[src/rtl/adcr_pkg.sv]
package adcr_pkg;
  localparam int FRAME_W = 24;
  localparam int RES_W   = 21;
  localparam int CNT_W   = $clog2(FRAME_W + 1);

  typedef enum logic [2:0] {
    ST_IDLE,
    ST_SEL,
    ST_POLL,
    ST_SHIFT,
    ST_DONE
  } rd_state_e;

  typedef struct packed {
    logic [RES_W-1:0] data;
    logic             sign;
    logic             over;
    logic             under;
    logic             ferr;
    logic             tout;
  } rd_result_t;
endpackage

[src/rtl/adcr_tick.sv]
module adcr_tick #(
  parameter int DIV = 4
) (
  input  logic clk,
  input  logic rst_n,
  input  logic en,
  output logic tick
);
  localparam int CW = (DIV > 1) ? $clog2(DIV) : 1;
  localparam logic [CW-1:0] LAST = CW'(DIV - 1);

  logic [CW-1:0] cnt_q;

  always_ff @(posedge clk or negedge rst_n) begin
    if (!rst_n)           cnt_q <= '0;
    else if (!en)         cnt_q <= '0;
    else if (cnt_q == LAST) cnt_q <= '0;
    else                  cnt_q <= cnt_q + 1'b1;
  end

  assign tick = en && (cnt_q == LAST);


  tick_space_chk: assert property (@(posedge clk) disable iff (!rst_n)
    (tick && (DIV > 1)) |=> !tick);
endmodule

[src/rtl/adcr_shift.sv]
module adcr_shift
  import adcr_pkg::*;
(
  input  logic               clk,
  input  logic               rst_n,
  input  logic               clr,
  input  logic               cap,
  input  logic               din,
  output logic [FRAME_W-1:0] word,
  output logic [CNT_W-1:0]   cnt
);
  always_ff @(posedge clk or negedge rst_n) begin
    if (!rst_n) begin
      word <= '0;
      cnt  <= '0;
    end else if (clr) begin
      word <= '0;
      cnt  <= '0;
    end else if (cap) begin
      word <= {word[FRAME_W-2:0], din};
      cnt  <= cnt + 1'b1;
    end
  end


  bit_cnt_ovf_chk: assert property (@(posedge clk) disable iff (!rst_n)
    cap |-> (cnt < CNT_W'(FRAME_W)));
endmodule

[src/rtl/adcr_decode.sv]
module adcr_decode
  import adcr_pkg::*;
(
  input  logic [FRAME_W-1:0] word,
  input  logic               tout,
  output rd_result_t         res
);
  logic sgn, top;

  assign sgn = word[RES_W];
  assign top = word[RES_W-1];

  always_comb begin
    res = '0;
    if (tout) begin
      res.tout = 1'b1;
    end else begin
      res.data  = word[RES_W-1:0];
      res.sign  = sgn;
      res.over  = sgn & top;
      res.under = ~sgn & ~top;
      res.ferr  = word[RES_W+1];
    end
  end
endmodule

[src/rtl/adcr_gap.sv]
module adcr_gap #(
  parameter int GAP = 8
) (
  input  logic clk,
  input  logic rst_n,
  input  logic csn,
  output logic done
);
  localparam int GW = $clog2(GAP + 1) + 1;
  localparam logic [GW-1:0] LIM = GW'(GAP);

  logic [GW-1:0] cnt_q;

  always_ff @(posedge clk or negedge rst_n) begin
    if (!rst_n)          cnt_q <= LIM;
    else if (!csn)       cnt_q <= '0;
    else if (cnt_q < LIM) cnt_q <= cnt_q + 1'b1;
  end

  assign done = (cnt_q >= LIM);
endmodule

[src/rtl/adc_frame_reader.sv]
module adc_frame_reader
  import adcr_pkg::*;
#(
  parameter int DIV    = 4,
  parameter int GAP    = 8,
  parameter int TW     = 16,
  parameter bit IRQ_EN = 1'b1
) (
  input  logic          clk,
  input  logic          rst_n,
  input  logic          start_valid_i,
  output logic          start_ready_o,
  input  logic [TW-1:0] cfg_timeout_i,
  input  logic          sdo_i,
  output logic          csn_o,
  output logic          sclk_o,
  output logic          eoc_irq_o,
  output logic          res_valid_o,
  input  logic          res_ready_i,
  output logic [20:0]   res_data_o,
  output logic          res_sign_o,
  output logic          res_over_o,
  output logic          res_under_o,
  output logic          res_ferr_o,
  output logic          res_tout_o
);
  rd_state_e          state_q;
  logic               sclk_q;
  logic [TW-1:0]      poll_q;
  logic               tout_q;
  logic               tick, gap_done, cap, clr, tick_en;
  logic [FRAME_W-1:0] word;
  logic [CNT_W-1:0]   bit_cnt;
  rd_result_t         dec, res_q;
  logic               res_valid_q;
  logic [TW:0]        lim, next_poll;

  assign tick_en = (state_q == ST_SEL) || (state_q == ST_POLL) || (state_q == ST_SHIFT);
  assign cap     = (state_q == ST_SHIFT) && tick && !sclk_q;
  assign clr     = (state_q == ST_IDLE) && start_valid_i && start_ready_o;
  assign lim       = (cfg_timeout_i == '0) ? (TW+1)'(1) : {1'b0, cfg_timeout_i};
  assign next_poll = {1'b0, poll_q} + 1'b1;

  adcr_tick #(.DIV(DIV)) u_tick (
    .clk(clk), .rst_n(rst_n), .en(tick_en), .tick(tick)
  );

  adcr_shift u_shift (
    .clk(clk), .rst_n(rst_n), .clr(clr), .cap(cap), .din(sdo_i),
    .word(word), .cnt(bit_cnt)
  );

  adcr_decode u_dec (
    .word(word), .tout(tout_q), .res(dec)
  );

  adcr_gap #(.GAP(GAP)) u_gap (
    .clk(clk), .rst_n(rst_n), .csn(csn_o), .done(gap_done)
  );

  always_ff @(posedge clk or negedge rst_n) begin
    if (!rst_n) begin
      state_q <= ST_IDLE;
      sclk_q  <= 1'b0;
      poll_q  <= '0;
      tout_q  <= 1'b0;
    end else begin
      case (state_q)
        ST_IDLE: if (clr) begin
          state_q <= ST_SEL;
          tout_q  <= 1'b0;
        end
        ST_SEL: if (tick) begin
          state_q <= ST_POLL;
          poll_q  <= '0;
        end
        ST_POLL: if (tick) begin
          if (!sdo_i) begin
            state_q <= ST_SHIFT;
          end else if (next_poll >= lim) begin
            state_q <= ST_DONE;
            tout_q  <= 1'b1;
          end else begin
            poll_q <= poll_q + 1'b1;
          end
        end
        ST_SHIFT: if (tick) begin
          if (!sclk_q) begin
            sclk_q <= 1'b1;
          end else begin
            sclk_q <= 1'b0;
            if (bit_cnt == CNT_W'(FRAME_W)) state_q <= ST_DONE;
          end
        end
        ST_DONE: state_q <= ST_IDLE;
        default: state_q <= ST_IDLE;
      endcase
    end
  end

  always_ff @(posedge clk or negedge rst_n) begin
    if (!rst_n) begin
      res_valid_q <= 1'b0;
      res_q       <= '0;
    end else if (state_q == ST_DONE) begin
      res_valid_q <= 1'b1;
      res_q       <= dec;
    end else if (res_valid_q && res_ready_i) begin
      res_valid_q <= 1'b0;
    end
  end

  generate
    if (IRQ_EN) begin : g_irq
      assign eoc_irq_o = (state_q == ST_POLL) && !sdo_i;
    end else begin : g_no_irq
      assign eoc_irq_o = 1'b0;
    end
  endgenerate

  assign csn_o         = (state_q == ST_IDLE) || (state_q == ST_DONE);
  assign sclk_o        = sclk_q;
  assign start_ready_o = (state_q == ST_IDLE) && gap_done && !res_valid_q;
  assign res_valid_o   = res_valid_q;
  assign res_data_o    = res_q.data;
  assign res_sign_o    = res_q.sign;
  assign res_over_o    = res_q.over;
  assign res_under_o   = res_q.under;
  assign res_ferr_o    = res_q.ferr;
  assign res_tout_o    = res_q.tout;


  sclk_idle_chk: assert property (@(posedge clk) disable iff (!rst_n)
    csn_o |-> !sclk_o);


  sclk_sel_chk: assert property (@(posedge clk) disable iff (!rst_n)
    $rose(sclk_o) |-> !csn_o);


  res_hold_chk: assert property (@(posedge clk) disable iff (!rst_n)
    (res_valid_o && !res_ready_i) |=> (res_valid_o && $stable(res_data_o)
      && $stable(res_sign_o) && $stable(res_ferr_o) && $stable(res_tout_o)));


  tout_clean_chk: assert property (@(posedge clk) disable iff (!rst_n)
    (res_valid_o && res_tout_o) |-> (res_data_o == '0 && !res_sign_o && !res_ferr_o));


  gap_guard_chk: assert property (@(posedge clk) disable iff (!rst_n)
    $fell(csn_o) |-> $past(gap_done));


  range_excl_chk: assert property (@(posedge clk) disable iff (!rst_n)
    res_valid_o |-> !(res_over_o && res_under_o));
endmodule

[config.mk]
export PLATFORM = sky130hd
export DESIGN_NAME = adc_frame_reader
export DESIGN_NICKNAME = d
export VERILOG_FILES = /design/src/rtl/adcr_pkg.sv /design/src/rtl/adcr_tick.sv /design/src/rtl/adcr_shift.sv /design/src/rtl/adcr_decode.sv /design/src/rtl/adcr_gap.sv /design/src/rtl/adc_frame_reader.sv
export SDC_FILE = /design/constraint.sdc
export NUM_CORES = 1
export LEC_CHECK = 0
export BUFFER_PORTS_ARGS = -buffer_cell sky130_fd_sc_hd__buf_2
export CAP_MARGIN = 20
export CORE_UTILIZATION = 53
export CTS_BUF_LIST = sky130_fd_sc_hd__clkbuf_4 sky130_fd_sc_hd__clkbuf_8 sky130_fd_sc_hd__clkbuf_16
export DETAILED_ROUTE_END_ITERATION = 7
export PLACE_DENSITY_LB_ADDON = 0.25
export SYNTH_ARGS = -nofsm -noshare
export SYNTH_HDL_FRONTEND = slang
export SYNTH_SLANG_ARGS = --single-unit
[constraint.sdc]
create_clock -name clk -period 3.51 [get_ports clk]
set_input_delay 0.702 -clock clk [delete_from_list [all_inputs] [get_ports clk]]
set_output_delay 0.702 -clock clk [all_outputs]
set_load 0.05 [all_outputs]
## Word level (Yosys, flattened, before mapping)

Cells that the tools add are included.

| operators by class | value |
|---|---|
| $add $sub $neg | 5 |
| $lt $le $gt $ge | 3 |
| eq/ne operators | 17 |
| multiplexer cells | 33 |
| bitwise logic cells | 4 |
| reduce and logical (&&, ||, !) cells | 25 |

Operators with widths:

| cell | count |
|---|---|
| 16-bit 2-to-1 mux | 5 |
| 23-bit 2-to-1 mux | 2 |
| 16-bit case mux with 2 select lines | 1 |
| 25-bit 2-to-1 mux | 1 |
| 3-bit 2-to-1 mux | 8 |
| 5-bit 2-to-1 mux | 4 |
| 16-bit by 1-bit adder with 17-bit output, second input constant | 1 |
| 17-bit by 16-bit greater-or-equal comparator with 1-bit output | 1 |
| 16-bit by 1-bit adder with 16-bit output, second input constant | 1 |
| 16-bit logical NOT | 1 |
| 2-bit inequality test, second input constant | 8 |
| 3-bit case mux with 4 select lines | 1 |
| 5-bit by 1-bit adder with 5-bit output, second input constant | 2 |
| 5-bit AND reduction | 2 |
| 1-bit logical AND | 9 |
| 1-bit 2-to-1 mux | 8 |
| 2-bit nonzero test | 4 |
| 7-bit AND reduction | 1 |
| 3-bit by 2-bit equality test with 1-bit output, second input constant | 2 |
| 5-bit equality test, second input constant | 1 |
| 5-bit by 4-bit greater-or-equal comparator with 1-bit output, second input constant | 1 |
| 5-bit by 4-bit less-than comparator with 1-bit output, second input constant | 1 |
| 2-bit 2-to-1 mux | 2 |
| 2-bit by 1-bit inequality test with 1-bit output, second input constant | 2 |
| other kinds (12) | 18 |

| word-level totals | value |
|---|---|
| register bits after elaboration | 83 |
| input port bits | 21 |
| logic and storage cells | 102 |

## Logic depth before layout (Yosys ltp)

| logic depth | value |
|---|---|
| word-level depth | 8 |
| mapped depth | 14 |
| depth with buffers taken out | 12 |

## Modules after synthesis

Synthesis repeated with hierarchy kept, for this count alone.

| second synthesis, totals | value |
|---|---|
| cells, all modules | 432 |
| area, all modules | 4593.2 um^2 |

Modules (own cells, without submodules):

| module | times used | cells an instance | area each (um^2) | seq. area each (um^2) |
|---|---|---|---|---|
| adc_frame_reader | 1 | 279 | 2827.7 | 1201.2 |
| adcr_shift | 1 | 99 | 1251.2 | 725.7 |
| adcr_gap | 1 | 20 | 236.5 | 126.4 |
| adcr_decode | 1 | 28 | 188.9 | 0.0 |
| adcr_tick | 1 | 6 | 88.8 | 50.0 |

## Worst setup path before layout

No wires, ideal clock.

| timing path | value |
|---|---|
| path type | register to register |
| from | register poll_q[0] |
| to | register poll_q[12] |
| data arrival time | 3.301 ns |
| data required time | 3.384 ns |
| slack | 0.083 ns |
| cell stages (with the launch flop) | 14 |
| path buffers | 1 |
| period minus slack after synthesis | 3.427 ns |
| cells stage by stage | dfrtp_1 ha_1 nand3_2 nor4_4 nand3_1 xnor2_1 ha_1 a21o_1 a2111o_1 a221oi_4 o211ai_4 and2_4 buf_6 a221o_1 |

| between the ends | value |
|---|---|
| longest elaborated chain between the ends | 5 |

RTL lines:

| item | RTL line | source |
|---|---|---|
| from (decl) | adc_frame_reader.sv:29 | `logic [TW-1:0] poll_q;` |
| from (signal assigned) | adc_frame_reader.sv:84 | `poll_q <= poll_q + 1'b1;` |
| parallel branches: the longest is 5 deep, another holds 16-bit by 1-bit adder with 17-bit output | - |  |

Several ways; the timed one is not identified. The select of a mux whose other input is x is not followed.
A chain may end at the register's enable or synchronous reset.

## Worst setup path in the final report

| timing path | value |
|---|---|
| from | register poll_q[0] |
| to | register poll_q[11] |

The elaborated chain is that of the path after synthesis.

==> implementation parameters <==
Parameter                              Value

Global routing
  Wire length of the first global-routing pass    14,600 µm
  GRT Total Usage    21.7%
  Vias in the first global route    3,124
  Residual overflow from global routing    0
  Antenna violations before repair    0
  Pin count of the biggest net entering global routing    84

Cells and area
  Multi-input combinational cell area    0.00203 mm²
  Fraction of layout cells with a size suffix above 1    18.2%
  # nets final    561
  Number of diodes added for antenna fixing    0
  Cell area after layout    0.00489 mm²
  Layout Area Growth over Synthesis    13.9%
  Layout fillers    686
  Utilization after layout    63.0%
  Flip-flop and latch area    0.00208 mm²

Synthesis
  Distinct cells, synth    52
  Adder-Cell Fraction of Synth Area    6.41%
  Mapped Nets    517
  Main combinational cell family by area after synthesis    simple AND/OR/NAND/NOR gates
  Yosys warns    0
  Fraction of registers with async set or reset after synthesis    100%
  Post-synthesis cell count    474
  Flip-flop and latch count after synthesis    83
  Most common library cells after synthesis    sky130_fd_sc_hd__nand2_1, sky130_fd_sc_hd__dfrtp_1, sky130_fd_sc_hd__o21ai_0
  Portion of the post-synthesis area used by sequential elements    48.4%
  Area fraction in compound gates after synthesis    14.2%
  Largest cells by area after synthesis    sky130_fd_sc_hd__dfrtp_1, sky130_fd_sc_hd__nand2_1, sky130_fd_sc_hd__ha_1
  Number of flops mapped to enable cells by yosys    0
  Library cell occupying the most area in the post-synthesis netlist    sky130_fd_sc_hd__dfrtp_1
  Fraction of the mapped netlist area in simple logic gates    22.1%
  Syn avg cell area    9.06 µm²
  Post-Synth XOR/XNOR Area    3.67%
  Top-count cell post-synth    sky130_fd_sc_hd__nand2_1
  Top_reg_cell synth    sky130_fd_sc_hd__dfrtp_1
  Cell Area, Synth    0.00429 mm²
  Fraction of post-synthesis cell area in the top cell type by area    47.8%
  Mux cell area share after synthesis    0%

Placed design
  Post-detailed-placement cell area    0.00461 mm²
  Routability cong.    0.852
  HPWL Detailed    5820 µm
  Input/output buffers    51

Setup path
  Critical Path Source Type    register
  Maximum fanout along the worst path    7
  Required time of the worst setup path    3.74 ns
  Setup crit end    poll_q[11]
  Worst r2r dst    poll_q[11]
  Top Family by Delay on Critical Path    compound AO/OA/AOI/OAI gates
  Number of buffer and inverter stages on the critical path    0
  WS Path Type    register to register
  Length in cells of the worst reg-to-reg path    12
  Type of element capturing the critical path    register
  Launching point of the worst reg2reg path    poll_q[0]
  Cells along the critical path    ha_4 -> nand3_4 -> nor4_4 -> nand3_1 -> xnor2_2 -> ha_1 -> a21o_1 -> a2111o_1 -> a221oi_4 -> o211ai_4 -> and2_4 -> a211o_1
  Worst Path Arrival    3.57 ns
  Number of logic stages on the critical path including buffering    12
  Largest incremental delay on the critical path    0.44 ns
  CP startpoint    poll_q[0]
  R2R setup slack    0.18 ns
  Highest-delay cell along the critical path    sky130_fd_sc_hd__a2111o_1

CTS
  Number of buffers added to fix hold violations after cts    0
  Cell at the root of the clock tree    sky130_fd_sc_hd__clkbuf_8
  Number of sinks driven by the clock tree    83
  Maximum buffer depth of the clock tree    2
  Clock Latency Late Sink    0.35 ns
  H-Tree Level Count    3
  Clock tree from TritonCTS    done
  Clock-pin slew of the registers on the worst-case setup and hold paths    0.08 ns
  Total CTS buffers    9

Floorplanning
  Effective utilization at floorplan    55.3%
  Core area    0.00777 mm²
  Full die area    0.00847 mm²
  Total I/O pin count    52
  Placement Rows    32
  Die Wd    92.0 µm
  Chip Height    92.0 µm

Min path
  Hold crit path type    input port to asynchronous set/reset pin

Detailed routing
  Total DRC errors in the routed layout    0
  Post-DR wirelength/cell    13.6 µm
  Via count    3,388
  Router iterations before antenna repair    4
  Total Wirelength    8510 µm
  Avg Vias per Cell    5.42
  DRC violation total after the first TritonRoute iteration    222
  Antenna Nets Post-Route    0

Timing
  Rel. slew slack    46.6%
  Final Setup Violations    0
  Final Skew    0.00624 ns
  Fmax    0.300 GHz
  Final period utilization    95.0%
  Pins over their slew limit    0
  Transition at the pin with the smallest max-transition slack    0.800 ns
  Clock period minus final worst setup slack    3.33 ns
  Final hold violation count    0
  Worst hold-check slack    0.164 ns

Power
  Total power of the final layout    2.73 mW
  Maximum resistive drop on vdd    405 µV
  Leak    2.47 nW
  Power per unit of standard cell area    559 mW/mm²

Job
  Reported max-cap violation count    0

Run status
  Run status    complete, no violations
[repair_timing]
item,in CTS,in global routing
setup endpoints to repair,0,16
buffers inserted,0,1
resized for setup,0,9
[state kept, by name, summed over array words and instances, names as in the netlist]
signal and count:
res_over_o 1, u_shift.word 23, res_data_o 21, poll_q 16, u_shift.cnt 5, res_under_o 1, res_sign_o 1, u_gap.cnt_q 5
res_ferr_o 1, res_valid_o 1, res_tout_o 1, sclk_o 1, u_tick.cnt_q 2, tout_q 1, state_q 3
[where the power goes]
part | switching (mW) | internal [mW]
sequential | 0.199 | 1.18
combinational | 0.403 | 0.245
clock | 0.340 | 0.370
total | 0.942 | 1.79
[layout by cell type, fill, tap and decap left out, types with 9 or more instances in the layout]
cell	count
sky130_fd_sc_hd__ha_1	21
sky130_fd_sc_hd__buf_2	50
sky130_fd_sc_hd__nor2_1	16
sky130_fd_sc_hd__nand2_1	123
sky130_fd_sc_hd__nand3_1	13
sky130_fd_sc_hd__and3_1	10
sky130_fd_sc_hd__dfrtp_1	79
sky130_fd_sc_hd__o21ai_0	53
sky130_fd_sc_hd__xor2_1	9
sky130_fd_sc_hd__clkbuf_8	11
sky130_fd_sc_hd__a21oi_1	10
sky130_fd_sc_hd__inv_1	26
[metrics by stage]
step / instances / setup TNS [ns] / setup slack, ns
final: 625 / 0 / 0.177
after floorplan: 474 / 0 / 0.0828
after CTS: 623 / 0 / 0.00340
after global placement: 607 / 0 / 0.113
after global routing: 625 / -0.0177 / -0.0177
after detailed placement: 607 / 0 / 0.0564
[logic make-up after synthesis]
group | Yosys count
flops | 83
buf+inv | 53
simple gates | 204
compound gates | 94
fa+ha+maj | 22
xor+xnor | 18
[worst reg2reg max path: stages, from the launching register on]
cell and delay [ns]:
sky130_fd_sc_hd__dfrtp_2 0.43, sky130_fd_sc_hd__ha_4 0.17, sky130_fd_sc_hd__nand3_4 0.10, sky130_fd_sc_hd__nor4_4 0.32, sky130_fd_sc_hd__nand3_1 0.16, sky130_fd_sc_hd__xnor2_2 0.18
sky130_fd_sc_hd__ha_1 0.33, sky130_fd_sc_hd__a21o_1 0.17, sky130_fd_sc_hd__a2111o_1 0.44, sky130_fd_sc_hd__a221oi_4 0.29, sky130_fd_sc_hd__o211ai_4 0.14, sky130_fd_sc_hd__and2_4 0.19
sky130_fd_sc_hd__a211o_1 0.29
[layout make-up]
cell class	count	share of cell area, %
flip-flops and latches	83	42.6
multi-input cells	338	41.5
repair buffers	59	6.91
clock buffers	11	3.09
well taps	102	2.61
inverters	27	2.07
clock inverters	5	1.23
[routing by layer]
layer  wire (µm)  global-route usage [%]
met1        4120                    30.6
met2        3960                    34.2
met3         350                    5.47
met4          70                    4.69
met5           0                       0
[how the worst min path moves through the flow]
stage,from,end
6_report,rst_n,poll_q[3]
5_1_grt,rst_n,u_gap.cnt_q[1]
4_1_cts,u_tick.cnt_q[0],u_tick.cnt_q[0]
3_5_place_dp,u_tick.cnt_q[0],u_tick.cnt_q[0]
3_3_place_gp,u_tick.cnt_q[0],u_tick.cnt_q[0]
2_1_floorplan,rst_n,poll_q[0]
Note: power is estimated with default switching activity, not from simulation.
